--- src/rtl/booth_pkg.sv ---
package booth_pkg;

    typedef enum logic [1:0] {
        ST_IDLE = 2'd0,
        ST_RUN  = 2'd1,
        ST_DONE = 2'd2
    } booth_state_t;

    typedef enum logic [1:0] {
        OP_NONE = 2'd0,
        OP_ADD  = 2'd1,
        OP_SUB  = 2'd2
    } booth_op_t;

endpackage

--- src/rtl/booth_decoder.sv ---
module booth_decoder
    import booth_pkg::*;
(
    input  logic      mr_lsb,
    input  logic      rec_bit,
    output booth_op_t op
);
    always_comb begin
        unique case ({mr_lsb, rec_bit})
            2'b01:   op = OP_ADD;
            2'b10:   op = OP_SUB;
            default: op = OP_NONE;
        endcase
    end
endmodule

--- src/rtl/booth_addsub.sv ---
module booth_addsub
    import booth_pkg::*;
#(
    parameter int AW = 9
) (
    input  logic [AW-1:0] acc,
    input  logic [AW-1:0] mc,
    input  booth_op_t     op,
    output logic [AW-1:0] sum
);
    logic [AW-1:0] operand;
    logic [AW-1:0] cin;

    always_comb begin
        operand = (op == OP_SUB) ? ~mc : mc;
        cin     = {{(AW-1){1'b0}}, (op == OP_SUB)};
        if (op == OP_NONE)
            sum = acc;
        else
            sum = acc + operand + cin;
    end
endmodule

--- src/rtl/booth_ctrl.sv ---
module booth_ctrl
    import booth_pkg::*;
#(
    parameter int WIDTH = 8
) (
    input  logic clk,
    input  logic rst,
    input  logic start,
    output logic busy,
    output logic done,
    output logic load,
    output logic run
);
    localparam int CW = (WIDTH > 2) ? $clog2(WIDTH) : 1;
    localparam logic [CW-1:0] LAST = CW'(WIDTH - 1);

    booth_state_t  state_q, state_d;
    logic [CW-1:0] cnt_q;

    // state register
    always_ff @(posedge clk) begin
        if (rst) state_q <= ST_IDLE;
        else     state_q <= state_d;
    end

    // iteration counter
    always_ff @(posedge clk) begin
        if (rst || load) cnt_q <= '0;
        else if (run)    cnt_q <= cnt_q + 1'b1;
    end

    // next state
    always_comb begin
        state_d = state_q;
        unique case (state_q)
            ST_IDLE: if (start) state_d = ST_RUN;
            ST_RUN:  if (cnt_q == LAST) state_d = ST_DONE;
            ST_DONE: state_d = ST_IDLE;
            default: state_d = ST_IDLE;
        endcase
    end

    // outputs
    always_comb begin
        busy = 1'b0;
        done = 1'b0;
        load = 1'b0;
        run  = 1'b0;
        unique case (state_q)
            ST_IDLE: load = start;
            ST_RUN:  begin busy = 1'b1; run = 1'b1; end
            ST_DONE: begin busy = 1'b1; done = 1'b1; end
            default: ;
        endcase
    end

    a_r1_reset_quiet: assert property (@(posedge clk)
        $past(rst) |-> (!busy && !done));
    a_r2_busy_after_start: assert property (@(posedge clk) disable iff (rst)
        (state_q == ST_IDLE && start) |=> busy);
    a_r4_done_single: assert property (@(posedge clk) disable iff (rst)
        done |=> !done);
    a_r4_done_after_last: assert property (@(posedge clk) disable iff (rst)
        (run && cnt_q == LAST) |=> done);
    a_r8_legal_state: assert property (@(posedge clk) disable iff (rst)
        state_q inside {ST_IDLE, ST_RUN, ST_DONE});
endmodule

--- src/rtl/booth_seq_mult.sv ---
module booth_seq_mult
    import booth_pkg::*;
#(
    parameter int WIDTH = 8
) (
    input  logic                 clk,
    input  logic                 rst,
    input  logic                 start,
    input  logic [WIDTH-1:0]     mcand,
    input  logic [WIDTH-1:0]     mplier,
    output logic                 busy,
    output logic                 done,
    output logic [2*WIDTH-1:0]   product
);
    localparam int AW = WIDTH + 1;

    logic            load, run;
    logic [AW-1:0]   mc_q, acc_q, sum;
    logic [WIDTH-1:0] mr_q;
    logic            rec_q;
    booth_op_t       op;

    booth_ctrl #(.WIDTH(WIDTH)) u_ctrl (
        .clk(clk), .rst(rst), .start(start),
        .busy(busy), .done(done), .load(load), .run(run)
    );

    booth_decoder u_dec (
        .mr_lsb(mr_q[0]), .rec_bit(rec_q), .op(op)
    );

    booth_addsub #(.AW(AW)) u_alu (
        .acc(acc_q), .mc(mc_q), .op(op), .sum(sum)
    );

    // shift chain {acc, multiplier, recoding bit}
    always_ff @(posedge clk) begin
        if (rst) begin
            mc_q  <= '0;
            acc_q <= '0;
            mr_q  <= '0;
            rec_q <= 1'b0;
        end else if (load) begin
            mc_q  <= {mcand[WIDTH-1], mcand};
            acc_q <= '0;
            mr_q  <= mplier;
            rec_q <= 1'b0;
        end else if (run) begin
            acc_q <= {sum[AW-1], sum[AW-1:1]};
            mr_q  <= {sum[0], mr_q[WIDTH-1:1]};
            rec_q <= mr_q[0];
        end
    end

    assign product = {acc_q[WIDTH-1:0], mr_q};

    a_r5_operand_held: assert property (@(posedge clk) disable iff (rst)
        busy |=> $stable(mc_q));
    a_r7_sign_kept: assert property (@(posedge clk) disable iff (rst)
        run |=> (acc_q[AW-1] == $past(sum[AW-1]) && acc_q[AW-2] == $past(sum[AW-1])));
    a_r7_lsb_into_mr: assert property (@(posedge clk) disable iff (rst)
        run |=> (mr_q[WIDTH-1] == $past(sum[0]) && rec_q == $past(mr_q[0])));
    a_r6_equal_pair_no_op: assert property (@(posedge clk) disable iff (rst)
        (run && mr_q[0] == rec_q) |=>
            acc_q == {$past(acc_q[AW-1]), $past(acc_q[AW-1:1])});
endmodule

--- config.mk ---
export PLATFORM = sky130hd
export DESIGN_NAME = booth_seq_mult
export DESIGN_NICKNAME = d
export VERILOG_FILES = /design/src/rtl/booth_pkg.sv /design/src/rtl/booth_decoder.sv /design/src/rtl/booth_addsub.sv /design/src/rtl/booth_ctrl.sv /design/src/rtl/booth_seq_mult.sv
export SDC_FILE = /design/constraint.sdc
export NUM_CORES = 1
export LEC_CHECK = 0
export BUFFER_PORTS_ARGS = -buffer_cell sky130_fd_sc_hd__buf_2
export CORE_UTILIZATION = 58
export DETAILED_ROUTE_END_ITERATION = 10
export MAX_ROUTING_LAYER = met4
export PLACE_DENSITY = 0.84
export SYNTH_ARGS = -nofsm -noshare
export SYNTH_HDL_FRONTEND = slang
export SYNTH_SLANG_ARGS = --single-unit
--- constraint.sdc ---
create_clock -name clk -period 4.85 [get_ports clk]
set_input_delay 0.7275 -clock clk [delete_from_list [all_inputs] [get_ports clk]]
set_output_delay 0.7275 -clock clk [all_outputs]
set_load 0.005 [all_outputs]
## After elaboration in Yosys (flattened, before gate mapping)

Cells that the tools add are included.

| storage, ports and cells | value |
|---|---|
| output and inout bits | 18 |
| logic and storage cells | 37 |
| flip-flop bits (word level) | 30 |

| cells by class | value |
|---|---|
| bitwise operators | 1 |
| eq/ne operators | 8 |
| multiplexer cells | 12 |
| add/sub/neg operators | 3 |
| reduce and logical (&&, ||, !) cells | 7 |

Operators with widths:

| operator | number |
|---|---|
| $mux 9 | 2 |
| $mux 8 | 2 |
| $add 9x1->9 | 1 |
| $add 9x9->9 | 1 |
| $not 9->9 | 1 |
| $pmux 2 s2 | 2 |
| $eq 2x2->1 const B | 3 |
| $eq 2x1->1 const B | 2 |
| $logic_not 2->1 | 2 |
| $mux 1 | 4 |
| $mux 2 | 2 |
| $reduce_or 2->1 | 2 |
| $add 3x1->3 const B | 1 |
| $eq 3x3->1 const B | 1 |
| $ne 2x1->1 const B | 1 |
| $ne 2x2->1 const B | 1 |
| $reduce_and 2->1 | 1 |
| $reduce_bool 2->1 | 1 |
| $logic_or 1x1->1 | 1 |

## Logic depth before layout (Yosys ltp)

Gate-level depths: netlist of run 1.

| logic depth | value |
|---|---|
| depth after elaboration | 9 |
| mapped depth | 11 |

## By module

From an unflattened synthesis of run 1, not the netlist that was laid out.

| unflattened totals | value |
|---|---|
| cells, all modules | 206 |
| area, all modules | 1906.8 um2 |

By module, submodules not included:

| module | cells each | seq. area each (um2) | instances | area each (um2) |
|---|---|---|---|---|
| booth_seq_mult | 92 | 500.5 | 1 | 1001.0 |
| booth_addsub | 81 | 0.0 | 1 | 573.0 |
| booth_ctrl | 31 | 100.1 | 1 | 317.8 |
| booth_decoder | 2 | 0.0 | 1 | 15.0 |

## Least setup slack after synthesis of run 1

Ideal clock, no wire load.

| timing path | value |
|---|---|
| path kind | register -> register |
| start | register mr_q[0] |
| end | register acc_q[3] |
| stages on the path, launching flop included | 11 |
| path slack | 2563 ps |
| data arrival time | 2201 ps |
| required time | 4764 ps |
| period minus slack after synthesis | 2287 ps |
| path buffers | 1 |
| cells stage by stage | dfxtp_1 -> ha_1 -> clkbuf_1 -> xor2_1 -> inv_1 -> fa_1 -> nor2b_1 -> o21ai_0 -> a211oi_1 -> a21oi_1 -> a211oi_1 |

| between the ends | value |
|---|---|
| longest elaborated chain between the ends | 7 |

RTL lines:

| element | line | RTL |
|---|---|---|
| start, declared | booth_seq_mult.sv:19 | `logic [WIDTH-1:0] mr_q;` |
| start signal, assigned | booth_seq_mult.sv:46 | `mr_q <= mplier;` |
| start signal, assigned | booth_seq_mult.sv:50 | `mr_q <= {sum[0], mr_q[WIDTH-1:1]};` |
| $eq 2x2->1 / $eq 2x1->1 (equally long branches) | booth_decoder.sv:9 | `unique case ({mr_lsb, rec_bit})` |
| $pmux 2 s2 * | booth_decoder.sv:9 |  |
| $eq 2x2->1 | booth_addsub.sv:15, booth_addsub.sv:16 |  |
| $mux 9 | booth_addsub.sv:15 | `operand = (op == OP_SUB) ? ~mc : mc;` |
| $add 9x9->9 | booth_addsub.sv:20 | `sum = acc + operand + cin;` |
| $add 9x1->9 | booth_addsub.sv:20 |  |
| $mux 9 * | booth_addsub.sv:17 | `if (op == OP_NONE)` |
| end signal, assigned | booth_seq_mult.sv:49 | `acc_q <= {sum[AW-1], sum[AW-1:1]};` |
| end, declared | booth_seq_mult.sv:18 | `logic [AW-1:0] mc_q, acc_q, sum;` |

Every way passes the cells marked *; elsewhere a longest branch is shown, timed or not.
A chain may end at the register's enable or synchronous reset.

## Worst setup path in the final report of run 1

Same ends and word-level chain as after synthesis.

==> results of run 1 <==
==> area by class of cell <==
| type | instances | area (um^2) | share of cell area |
|---|---|---|---|
| Multi-Input combinational cell | 161 | 1060 | 0.540 |
| Sequential cell | 30 | 601 | 0.305 |
| Timing Repair Buffer | 37 | 188 | 0.0954 |
| Clock buffer | 6 | 51.3 | 0.0261 |
| Tap cell | 31 | 38.8 | 0.0197 |
| Inverter | 7 | 26.3 | 0.0134 |
==> worst max-delay path, delay by kind of cell (launching register included) <==
family | cells | cell delay [ps]
AOI/OAI and AO/OA | 4 | 610
buffers and inverters | 1 | 90
xor gates and xnor gates | 1 | 240
adders and majority gates | 2 | 790
DFF | 1 | 400
and+or+nand+nor | 1 | 200
==> per-stage QoR <==
stage,power [mW],util
2_1_floorplan,0.431,-
3_3_place_gp,0.470,0.683
3_5_place_dp,0.476,0.683
4_1_cts,0.623,0.701
5_1_grt,0.659,0.701
6_report,0.621,0.701
==> state kept, by name, indices dropped and copies added, names as in the netlist <==
register	flops
acc_q	8
mc_q	8
mr_q	8
rec_q	1
u_ctrl.cnt_q	3
u_ctrl.state_q	2
==> where the power goes <==
part | internal, mW | switching [mW]
sequential | 0.266 | 0.0163
clock | 0.0652 | 0.0843
combinational | 0.0803 | 0.109
==> final timing paths <==
| check | start | cells past startpoint | to |
|---|---|---|---|
| setup / recovery | mr_q[0]$_SDFFE_PP0P_ | 9 | acc_q[3]$_SDFFE_PP0P_ |
| hold / removal | mc_q[2]$_SDFFE_PP0P_ | 2 | mc_q[2]$_SDFFE_PP0P_ |
| setup reg to reg | mr_q[0]$_SDFFE_PP0P_ | 9 | acc_q[3]$_SDFFE_PP0P_ |
| hold reg to reg | mc_q[2]$_SDFFE_PP0P_ | 2 | mc_q[2]$_SDFFE_PP0P_ |
==> cells in the final DEF, fill, tap and decap left out, drive strengths merged, types with 5 or more instances in the layout <==
cell type | Yosys | layout
nor2 | 23 | 23
nor2b | 5 | 5
a21oi | 24 | 24
nand2b | 5 | 5
xor2 | 8 | 8
dfxtp | 30 | 30
o21ai | 10 | 10
inv | 7 | 7
buf | 6 | 37
a211oi | 12 | 12
ha | 15 | 15
mux2i | 14 | 14
nand2 | 23 | 23
clkbuf | 6 | 6
==> logic make-up (layout without fill, tap and decap cells) <==
family                     after synthesis  after routing  share of synthesized area
muxes                                   14             14                     0.0801
AOI/OAI and AO/OA                       53             53                      0.180
and+or+nand+nor                         68             68                      0.178
DFF                                     30             30                      0.343
xor gates and xnor gates                10             10                     0.0501
buffers and inverters                   19             50                     0.0494
adders and majority gates               16             16                      0.119
==> metal layers <==
layer / vias to the layer above / wire length [um] / GRT usage
li1: 787 / - / -
met1: 672 / 1680 / 0.294
met2: 52 / 1480 / 0.356
met3: 13 / 199 / 0.0806
met4: 0 / 93 / 0.125
met5: - / 0 / -
==> metrics.md, run 1 <==
| Metric | Value |
|---|---|
| Failing checks | `DRC` |
| Worst vdd ir | `approximately 0.00023 V` |
| Initial Util | `0.624` |
| MaxCap Viol Count | `0` |
| Die height | `between 50 and 60 um` |
| Clk sink count | `30` |
| Cells after synthesis | `210` |
| Finished Cell Area | `0.00197 mm^2` |
| Post-synthesis sequential area ratio | `0.343` |
| Startpoint types | `flop` |
| Antenna viol nets, final | `0` |
| Vias in the first global route | `1365` |
| Synth top area cells | `dfxtp_1 (34%), ha_1 (11%), mux2i_1 (8.0%), a21oi_1 (6.9%), a211oi_1 (5.2%)` |
| CORE AREA | `0.00281 mm^2` |
| Hold WC Path Type | `reg -> reg` |
| Setup WS pre-CTS | `between 2000 and 2500 ps` |
| Root buffer cell | `clkbuf_4` |
| Syn Nets | `245` |
| CP required | `5110 ps` |
| Pleak | `around 0.89 nW` |
| Vias per cell | `5.60` |
| Worst-path clk slew | `roughly 100 ps` |
| Final std cells w/o fill | `272` |
| WL/cell | `12.7 um` |
| Least-Margin Pin Slew | `470 ps` |
| Worst Skew | `~13 ps` |
| CTS Buf Count | `5` |
| Max Slew Vio Count | `0` |
| Crit-path slowest cell | `dfxtp_1` |
| Placed cells | `266` |
| Status | `complete, but fails checks` |
| Port Buf Inserts | `36` |
| Final period utilization | `0.494` |
| Width of the die | `56.9 um` |
| Fin Setup TNS | `0 ps` |
| Post-synth top cells | `dfxtp_1 (30), a21oi_1 (24), nor2_1 (23)` |
| Number of I/O pins | `37` |
| CP peak stage delay | `400 ps` |
| Minimum clock period | `roughly 2400 ps` |
| PD cells | `approximately 320 mW/mm^2` |
| EDFF count, synth | `0` |
| YS warnings | `0` |
| Worst EP arrival | `approximately 2700 ps` |
| Ys flop type | `dfxtp_1` |
| Number of hold buffers added after CTS | `0` |
| GRT Overall Usage | `0.242` |
| Via count | `~1500` |
| Syn_area_per_cell | `between 8 and 9 um^2` |
| Setup bufs post-CTS | `0` |
| Yosys top cell area share | `0.343` |
| Post-route setup slack | `2450 ps` |
| CTS Buffer Depth | `2` |
| Post-Route WL | `roughly 3.5 mm` |
| Drc violations | `4` |
| CTS tree | `done` |
| CTS resizes | `0` |
| Die area | `0.00324 mm^2` |
| Clk Latency, worst-skew pair | `~340 ps` |
| CP max FO | `7` |
| Most frequent cell after synthesis | `dfxtp_1` |
| P&R area growth vs syn | `12.4%` |
| Pin count of the biggest net entering global routing | `27` |
| Final #Nets | `277` |
| Mapped Area | `around 0.0017 mm^2` |
| Antenna cells | `0` |
| Kind of critical path | `reg -> reg` |
| Post-synthesis register bit count | `30` |
| Iteration-0 DRC Markers | `57` |
| Layout cells sized above 1 | `0.187` |
| GR Overflow Total | `0` |
| H-tree levels | `2` |
| GPL Wtd Cong | `0.860` |
| First-pass DRT Iterations | `7` |
| Post-DP HPWL | `2.49 mm` |
| Hold Vio Cnt, Final | `0` |
| Hold WS | `471 ps` |
| Reg2reg setup slack | `2450 ps` |
| Filler cells | `233` |
| Antenna violations before repair | `0` |
| F_max | `0.417 GHz` |
| Placed inst area | `around 0.0019 mm^2` |
| Yosys top cell by area | `dfxtp_1` |
| Netlist cell types | `34` |
| Slew headroom | `0.687` |
| First-pass GRT wire length | `5.82 mm` |
| Asr flop ratio synth | `0` |
| CP Capture Type | `flop` |
| Unrepaired setup endpoints after global routing | `no` |
| FP Rows | `19` |
| CP Cell Sequence | `ha_1 > xor2_1 > inv_1 > fa_1 > nor2b_1 > o21ai_0 > a211oi_1 > a21oi_1 > a211oi_1` |
| CP most frequent cell | `a211oi_1` |
| Setup violators final | `0` |
(Power assumes the default switching activity.)
==> run 2: changes to the inputs <==
--- a/config.mk
+++ b/config.mk
@@ -6,10 +6,10 @@
 export NUM_CORES = 1
 export LEC_CHECK = 0
 export BUFFER_PORTS_ARGS = -buffer_cell sky130_fd_sc_hd__buf_2
-export CORE_UTILIZATION = 58
+export CORE_UTILIZATION = 54
 export DETAILED_ROUTE_END_ITERATION = 10
 export MAX_ROUTING_LAYER = met4
-export PLACE_DENSITY = 0.84
+export PLACE_DENSITY = 0.79
 export SYNTH_ARGS = -nofsm -noshare
 export SYNTH_HDL_FRONTEND = slang
 export SYNTH_SLANG_ARGS = --single-unit
==> constraint.sdc (replaced) <==
create_clock -name clk -period 2.45 [get_ports clk]
set_input_delay 0.3675 -clock clk [delete_from_list [all_inputs] [get_ports clk]]
set_output_delay 0.3675 -clock clk [all_outputs]
set_load 0.005 [all_outputs]
==> metrics.md, run 2 (synthesized netlist as in run 1, its figures left out) <==
| Metric | Value |
|---|---|
| GR Overflow Total | `0 (unchanged)` |
| Most frequent cells in the layout | `buf_2 (36), dfxtp_1 (30), a21oi_1 (24), nor2_1 (23), nand2_1 (22) (unchanged)` |
| Clk sink count | `30 (unchanged)` |
| Worst EP arrival | `2560 ps (was 2660 ps)` |
| Placed inst area | `0.00197 mm^2 (was 0.00192 mm^2)` |
| Post-Route WL | `3.56 mm (was 3.46 mm)` |
| Startpoint types | `flop (unchanged)` |
| Unrepaired setup endpoints after global routing | `no (unchanged)` |
| Filler cells | `281 (was 233)` |
| CTS resizes | `0 (unchanged)` |
| Via count | `1533 (was 1524)` |
| Layout cells sized above 1 | `0.210 (was 0.187)` |
| Width of the die | `58.9 um (was 56.9 um)` |
| CTS Buffer Depth | `2 (unchanged)` |
| Crit-path slowest cell | `dfxtp_1 (unchanged)` |
| Least-Margin Pin Slew | `370 ps (was 470 ps)` |
| Hold WC Path Type | `in -> reg (was reg -> reg)` |
| GPL Wtd Cong | `0.885 (was 0.860)` |
| First-pass GRT wire length | `5.93 mm (was 5.82 mm)` |
| Switching power | `0.419 mW (was 0.209 mW)` |
| Vias per cell | `5.25 (was 5.60)` |
| Final #Nets | `282 (was 277)` |
| PD cells | `641 mW/mm^2 (was 316 mW/mm^2)` |
| CORE AREA | `0.00305 mm^2 (was 0.00281 mm^2)` |
| Pin count of the biggest net entering global routing | `23 (was 27)` |
| Fin Setup TNS | `0 ps (unchanged)` |
| Switching Share | `0.319 (was 0.337)` |
| Multi-input gate area | `0.00106 mm^2 (unchanged)` |
| CP max FO | `6 (was 7)` |
| Final period utilization | `0.929 (was 0.494)` |
| CP most frequent cell | `ha_1 (was a211oi_1)` |
| Post-DP HPWL | `2.62 mm (was 2.49 mm)` |
| Vias in the first global route | `1355 (was 1365)` |
| First-pass DRT Iterations | `4 (was 7)` |
| CP Capture Type | `flop (unchanged)` |
| Kind of critical path | `reg -> reg (unchanged)` |
| Number of I/O pins | `37 (unchanged)` |
| Initial Util | `0.573 (was 0.624)` |
| FP Rows | `20 (was 19)` |
| Root buffer cell | `clkbuf_4 (unchanged)` |
| CP required | `2740 ps (was 5110 ps)` |
| Combinational share of power | `0.296 (was 0.305)` |
| CTS tree | `done (unchanged)` |
| F_max | `0.439 GHz (was 0.417 GHz)` |
| CP peak stage delay | `330 ps (was 400 ps)` |
| Final std cells w/o fill | `292 (was 272)` |
| Clk Latency, worst-skew pair | `340 ps (about the same)` |
| Clock Power Share | `0.280 (was 0.241)` |
| Seq pwr share | `0.425 (was 0.455)` |
| CTS Buf Count | `5 (unchanged)` |
| Setup violators final | `0 (unchanged)` |
| H-tree levels | `2 (unchanged)` |
| Reg2reg setup slack | `170 ps (was 2450 ps)` |
| MaxCap Viol Count | `0 (unchanged)` |
| Final core occ | `0.671 (was 0.701)` |
| Register area | `601 um^2 (unchanged)` |
| Setup bufs post-CTS | `0 (unchanged)` |
| Port Buf Inserts | `36 (unchanged)` |
| GRT Overall Usage | `0.241 (was 0.242)` |
| Pleak | `0.931 nW (was 0.893 nW)` |
| Drc violations | `0 (was 4)` |
| Iteration-0 DRC Markers | `33 (was 57)` |
| Critical path's top delay family | `compound AO/OA/AOI/OAI gates (was adder cells)` |
| Die height | `58.9 um (was 56.9 um)` |
| Antenna viol nets, final | `0 (unchanged)` |
| Slew headroom | `0.753 (was 0.687)` |
| Internal power | `0.894 mW (was 0.412 mW)` |
| WL/cell | `12.2 um (was 12.7 um)` |
| Setup WS pre-CTS | `239 ps (was 2450 ps)` |
| Status | `finished clean (was complete, but fails checks)` |
| Max Slew Vio Count | `0 (unchanged)` |
| Worst-path clk slew | `100 ps (about the same)` |
| Minimum clock period | `2280 ps (was 2400 ps)` |
| Number of hold buffers added after CTS | `0 (unchanged)` |
| Worst Skew | `14.4 ps (was 12.8 ps)` |
| Worst vdd ir | `0.000490 V (was 0.000229 V)` |
| Most common cell after layout, fill and taps aside | `buf_2 (unchanged)` |
| Antenna cells | `0 (unchanged)` |
| Hold Vio Cnt, Final | `0 (unchanged)` |
| P&R area growth vs syn | `17.1% (was 12.4%)` |
| CP Cell Sequence | `inv_1 > ha_1 > buf_4 > xor2_1 > ha_1 > nor2b_1 > o31a_1 > o21ai_1 > mux2i_1 > o21a_1 (was ha_1 > xor2_1 > inv_1 > fa_1 > nor2b_1 > o21ai_0 > a211oi_1 > a21oi_1 > a211oi_1)` |
| Finished Cell Area | `0.00205 mm^2 (was 0.00197 mm^2)` |
| Die area | `0.00347 mm^2 (was 0.00324 mm^2)` |
| Buf/Inv on CP | `2 (was 1)` |
| Post-route setup slack | `174 ps (was 2450 ps)` |
| Placed cells | `284 (was 266)` |
| Antenna violations before repair | `0 (unchanged)` |
| Biggest regs | `acc_q (8), mc_q (8), mr_q (8) (unchanged)` |
[run 2: cell types whose count changed in the layout (fill, tap and decap cells not counted)]
cell	delta
clkbuf_8	+2
buf_4	+5
[run 2: worst paths after layout]
path	start	endpoint	cells past startpoint
setup / recovery	rec_q$_SDFFE_PP0P_	acc_q[5]$_SDFFE_PP0P_	10
hold / removal	mplier[7]	mr_q[7]$_SDFFE_PP0P_	3
setup reg to reg	rec_q$_SDFFE_PP0P_	acc_q[5]$_SDFFE_PP0P_	10
hold reg to reg	mc_q[2]$_SDFFE_PP0P_	mc_q[2]$_SDFFE_PP0P_	2
[run 2: worst min-delay path, cell delays in order]
cell	delay, ps
buf_2	70
a21oi_1	50
nor2_1	70
[run 2: metrics by stage]
step / hold WS (ps) / power [mW]
final: 255 / 1.31
after global routing: 234 / 1.40
after CTS: 254 / 1.32
after detailed placement: 460 / 0.955
after global placement: 458 / 0.947
after floorplan: 448 / 0.854
[run 2: area by class of cell]
class                      count  share of cell area
sequential                    30               0.293
clock buffer                   8              0.0385
timing repair buffer          42               0.110
multi-input combinational    161               0.519
inverter                       7              0.0128
tap                           44              0.0269
[run 2: power by group through the flow]
stage / Combinational [mW] / Clock, mW / Sequential [mW]
2_1_floorplan: 0.288 / 0 / 0.566
3_3_place_gp: 0.379 / 0 / 0.568
3_5_place_dp: 0.386 / 0 / 0.569
4_1_cts: 0.388 / 0.372 / 0.558
5_1_grt: 0.435 / 0.406 / 0.564
6_report: 0.388 / 0.367 / 0.558
[run 2: routing by layer]
metal	global-route usage	vias to the layer above	share of wire
met5	-	-	0
met4	0.112	0	0.020
met3	0.0747	6	0.058
met2	0.359	51	0.46
met1	0.296	676	0.46
li1	-	800	-
==> run 3: changes to the inputs <==
--- a/config.mk
+++ b/config.mk
@@ -6,10 +6,11 @@
 export NUM_CORES = 1
 export LEC_CHECK = 0
 export BUFFER_PORTS_ARGS = -buffer_cell sky130_fd_sc_hd__buf_2
-export CORE_UTILIZATION = 54
+export CORE_UTILIZATION = 56
+export CTS_BUF_LIST = sky130_fd_sc_hd__clkbuf_8
+export CTS_CLUSTER_DIAMETER = 50
 export DETAILED_ROUTE_END_ITERATION = 10
-export MAX_ROUTING_LAYER = met4
-export PLACE_DENSITY = 0.79
+export PLACE_DENSITY = 0.82
 export SYNTH_ARGS = -nofsm -noshare
 export SYNTH_HDL_FRONTEND = slang
 export SYNTH_SLANG_ARGS = --single-unit
==> metrics.md, run 3 (synthesized netlist as in run 1, its figures left out) <==
| Metric | Value |
|---|---|
| Post-DP HPWL | `2.77 mm (was 2.62 mm)` |
| WL/cell | `13.7 um (was 12.2 um)` |
| First-pass DRT Iterations | `7 (was 4)` |
| Biggest regs | `acc_q (8), mc_q (8), mr_q (8) (unchanged)` |
| Antenna violations before repair | `0 (unchanged)` |
| Setup WS pre-CTS | `231 ps (was 239 ps)` |
| Drc violations | `3 (was 0)` |
| Seq pwr share | `0.391 (was 0.425)` |
| Critical path's top delay family | `adder cells (was compound AO/OA/AOI/OAI gates)` |
| GPL Wtd Cong | `0.844 (was 0.885)` |
| Worst Skew | `4.67 ps (was 14.4 ps)` |
| Kind of critical path | `reg -> reg (unchanged)` |
| F_max | `0.444 GHz (was 0.439 GHz)` |
| Post-Route WL | `3.83 mm (was 3.56 mm)` |
| P&R area growth vs syn | `19.0% (was 17.1%)` |
| Switching Share | `0.310 (was 0.319)` |
| GRT Overall Usage | `0.247 (was 0.241)` |
| CP Cell Sequence | `ha_2 > xor2_2 > inv_1 > fa_1 > nor2b_1 > o31a_1 > o21ai_1 > mux2i_1 > o21a_1 (was inv_1 > ha_1 > buf_4 > xor2_1 > ha_1 > nor2b_1 > o31a_1 > o21ai_1 > mux2i_1 > o21a_1)` |
| CTS Buf Count | `5 (unchanged)` |
| Internal power | `0.989 mW (was 0.894 mW)` |
| Most frequent cells in the layout | `buf_2 (36), dfxtp_1 (30), a21oi_1 (24), nor2_1 (23), nand2_1 (22) (unchanged)` |
| Final std cells w/o fill | `280 (was 292)` |
| Antenna cells | `0 (unchanged)` |
| Status | `complete, but fails checks (was finished clean)` |
| Slew headroom | `0.754 (was 0.753)` |
| Setup violators final | `0 (unchanged)` |
| Final core occ | `0.729 (was 0.671)` |
| Hold WC Path Type | `in -> reg (unchanged)` |
| Hold Vio Cnt, Final | `0 (unchanged)` |
| Vias in the first global route | `1405 (was 1355)` |
| Width of the die | `57.9 um (was 58.9 um)` |
| Clk Latency, worst-skew pair | `290 ps (was 340 ps)` |
| Clk sink count | `30 (unchanged)` |
| FP Rows | `19 (was 20)` |
| H-tree levels | `2 (unchanged)` |
| Max Slew Vio Count | `0 (unchanged)` |
| Tot Pwr | `1.43 mW (was 1.31 mW)` |
| Number of hold buffers added after CTS | `0 (unchanged)` |
| Number of I/O pins | `37 (unchanged)` |
| GR Overflow Total | `0 (unchanged)` |
| Switching power | `0.444 mW (was 0.419 mW)` |
| Post-route setup slack | `199 ps (was 174 ps)` |
| PD cells | `689 mW/mm^2 (was 641 mW/mm^2)` |
| Pleak | `0.948 nW (was 0.931 nW)` |
| CP max FO | `5 (was 6)` |
| Clock Power Share | `0.326 (was 0.280)` |
| Die height | `57.9 um (was 58.9 um)` |
| CP peak stage delay | `430 ps (was 330 ps)` |
| Via count | `1570 (was 1533)` |
| Port Buf Inserts | `36 (unchanged)` |
| Worst EP arrival | `2430 ps (was 2560 ps)` |
| Most common cell after layout, fill and taps aside | `buf_2 (unchanged)` |
| Antenna viol nets, final | `0 (unchanged)` |
| CTS tree | `done (unchanged)` |
| Least-Margin Pin Slew | `358 ps (was 370 ps)` |
| CORE AREA | `0.00285 mm^2 (was 0.00305 mm^2)` |
| Crit-path slowest cell | `fa_1 (was dfxtp_1)` |
| Vias per cell | `5.61 (was 5.25)` |
| Failing checks | `DRC` |
| Buf/Inv on CP | `1 (was 2)` |
| Worst-path clk slew | `60 ps (was 100 ps)` |
| CP Capture Type | `flop (unchanged)` |
| MaxCap Viol Count | `0 (unchanged)` |
| Combinational share of power | `0.283 (was 0.296)` |
| Iteration-0 DRC Markers | `78 (was 33)` |
| Fin Setup TNS | `0 ps (unchanged)` |
| Die area | `0.00335 mm^2 (was 0.00347 mm^2)` |
| Final #Nets | `283 (was 282)` |
| Pin count of the biggest net entering global routing | `23 (unchanged)` |
| Minimum clock period | `2250 ps (was 2280 ps)` |
| CTS Buffer Depth | `2 (unchanged)` |
| Initial Util | `0.613 (was 0.573)` |
| CP required | `2630 ps (was 2740 ps)` |
| Final period utilization | `0.919 (was 0.929)` |
| Unrepaired setup endpoints after global routing | `no (unchanged)` |
| Root buffer cell | `clkbuf_8 (was clkbuf_4)` |
| Layout cells sized above 1 | `0.221 (was 0.210)` |
| Startpoint types | `flop (unchanged)` |
| First-pass GRT wire length | `6.28 mm (was 5.93 mm)` |
| Placed cells | `272 (was 284)` |
| Worst vdd ir | `0.000498 V (was 0.000490 V)` |
run 3: what timing repair did:
action                     in CTS  in global routing
setup buffers                   0                  0
setup endpoints to repair       0                  2
gates resized for setup         0                  2
run 3: per-layer routing:
metal,global-route usage,wire (um),vias to the layer above
met4,0.0782,31,0
met5,0,0,-
met1,0.329,1840,715
li1,-,-,797
met2,0.388,1740,54
met3,0.0692,224,4
run 3: path summary, 6_finish.rpt:
kind	from	to	slack, ps	cells past startpoint
max	mr_q[0]$_SDFFE_PP0P_	acc_q[5]$_SDFFE_PP0P_	200	9
min	mplier[7]	mr_q[7]$_SDFFE_PP0P_	310	3
max reg2reg	mr_q[0]$_SDFFE_PP0P_	acc_q[5]$_SDFFE_PP0P_	200	9
min reg2reg	mc_q[4]$_SDFFE_PP0P_	mc_q[4]$_SDFFE_PP0P_	470	2
run 3: cell type report:
cell class / count / area, um^2
multi-input cells: 161 / 1070
fillers: 221 / 772
flip-flops and latches: 30 / 601
repair buffers: 43 / 233
clock buffers: 8 / 110
well taps: 31 / 38.8
inverters: 7 / 26.3
run 3: power by group through the flow:
stage / logic, mW / clock network [mW] / registers [mW]
2_1_floorplan: 0.288 / 0 / 0.566
3_3_place_gp: 0.383 / 0 / 0.568
3_5_place_dp: 0.393 / 0 / 0.569
4_1_cts: 0.401 / 0.475 / 0.559
5_1_grt: 0.449 / 0.498 / 0.565
6_report: 0.405 / 0.468 / 0.560
run 3: metrics by stage:
stage	instance area [um^2]	hold WS (ps)
after floorplan	1750	448
after global placement	1960	456
after detailed placement	1960	460
after CTS	2070	313
after global routing	2080	319
final	2080	313
run 3: tightest hold or removal path, delay by kind of cell:
kind | cells | cell delay (ps)
buffers and inverters | 1 | 70
AND/OR/NAND/NOR | 1 | 70
AO/OA/AOI/OAI | 1 | 50
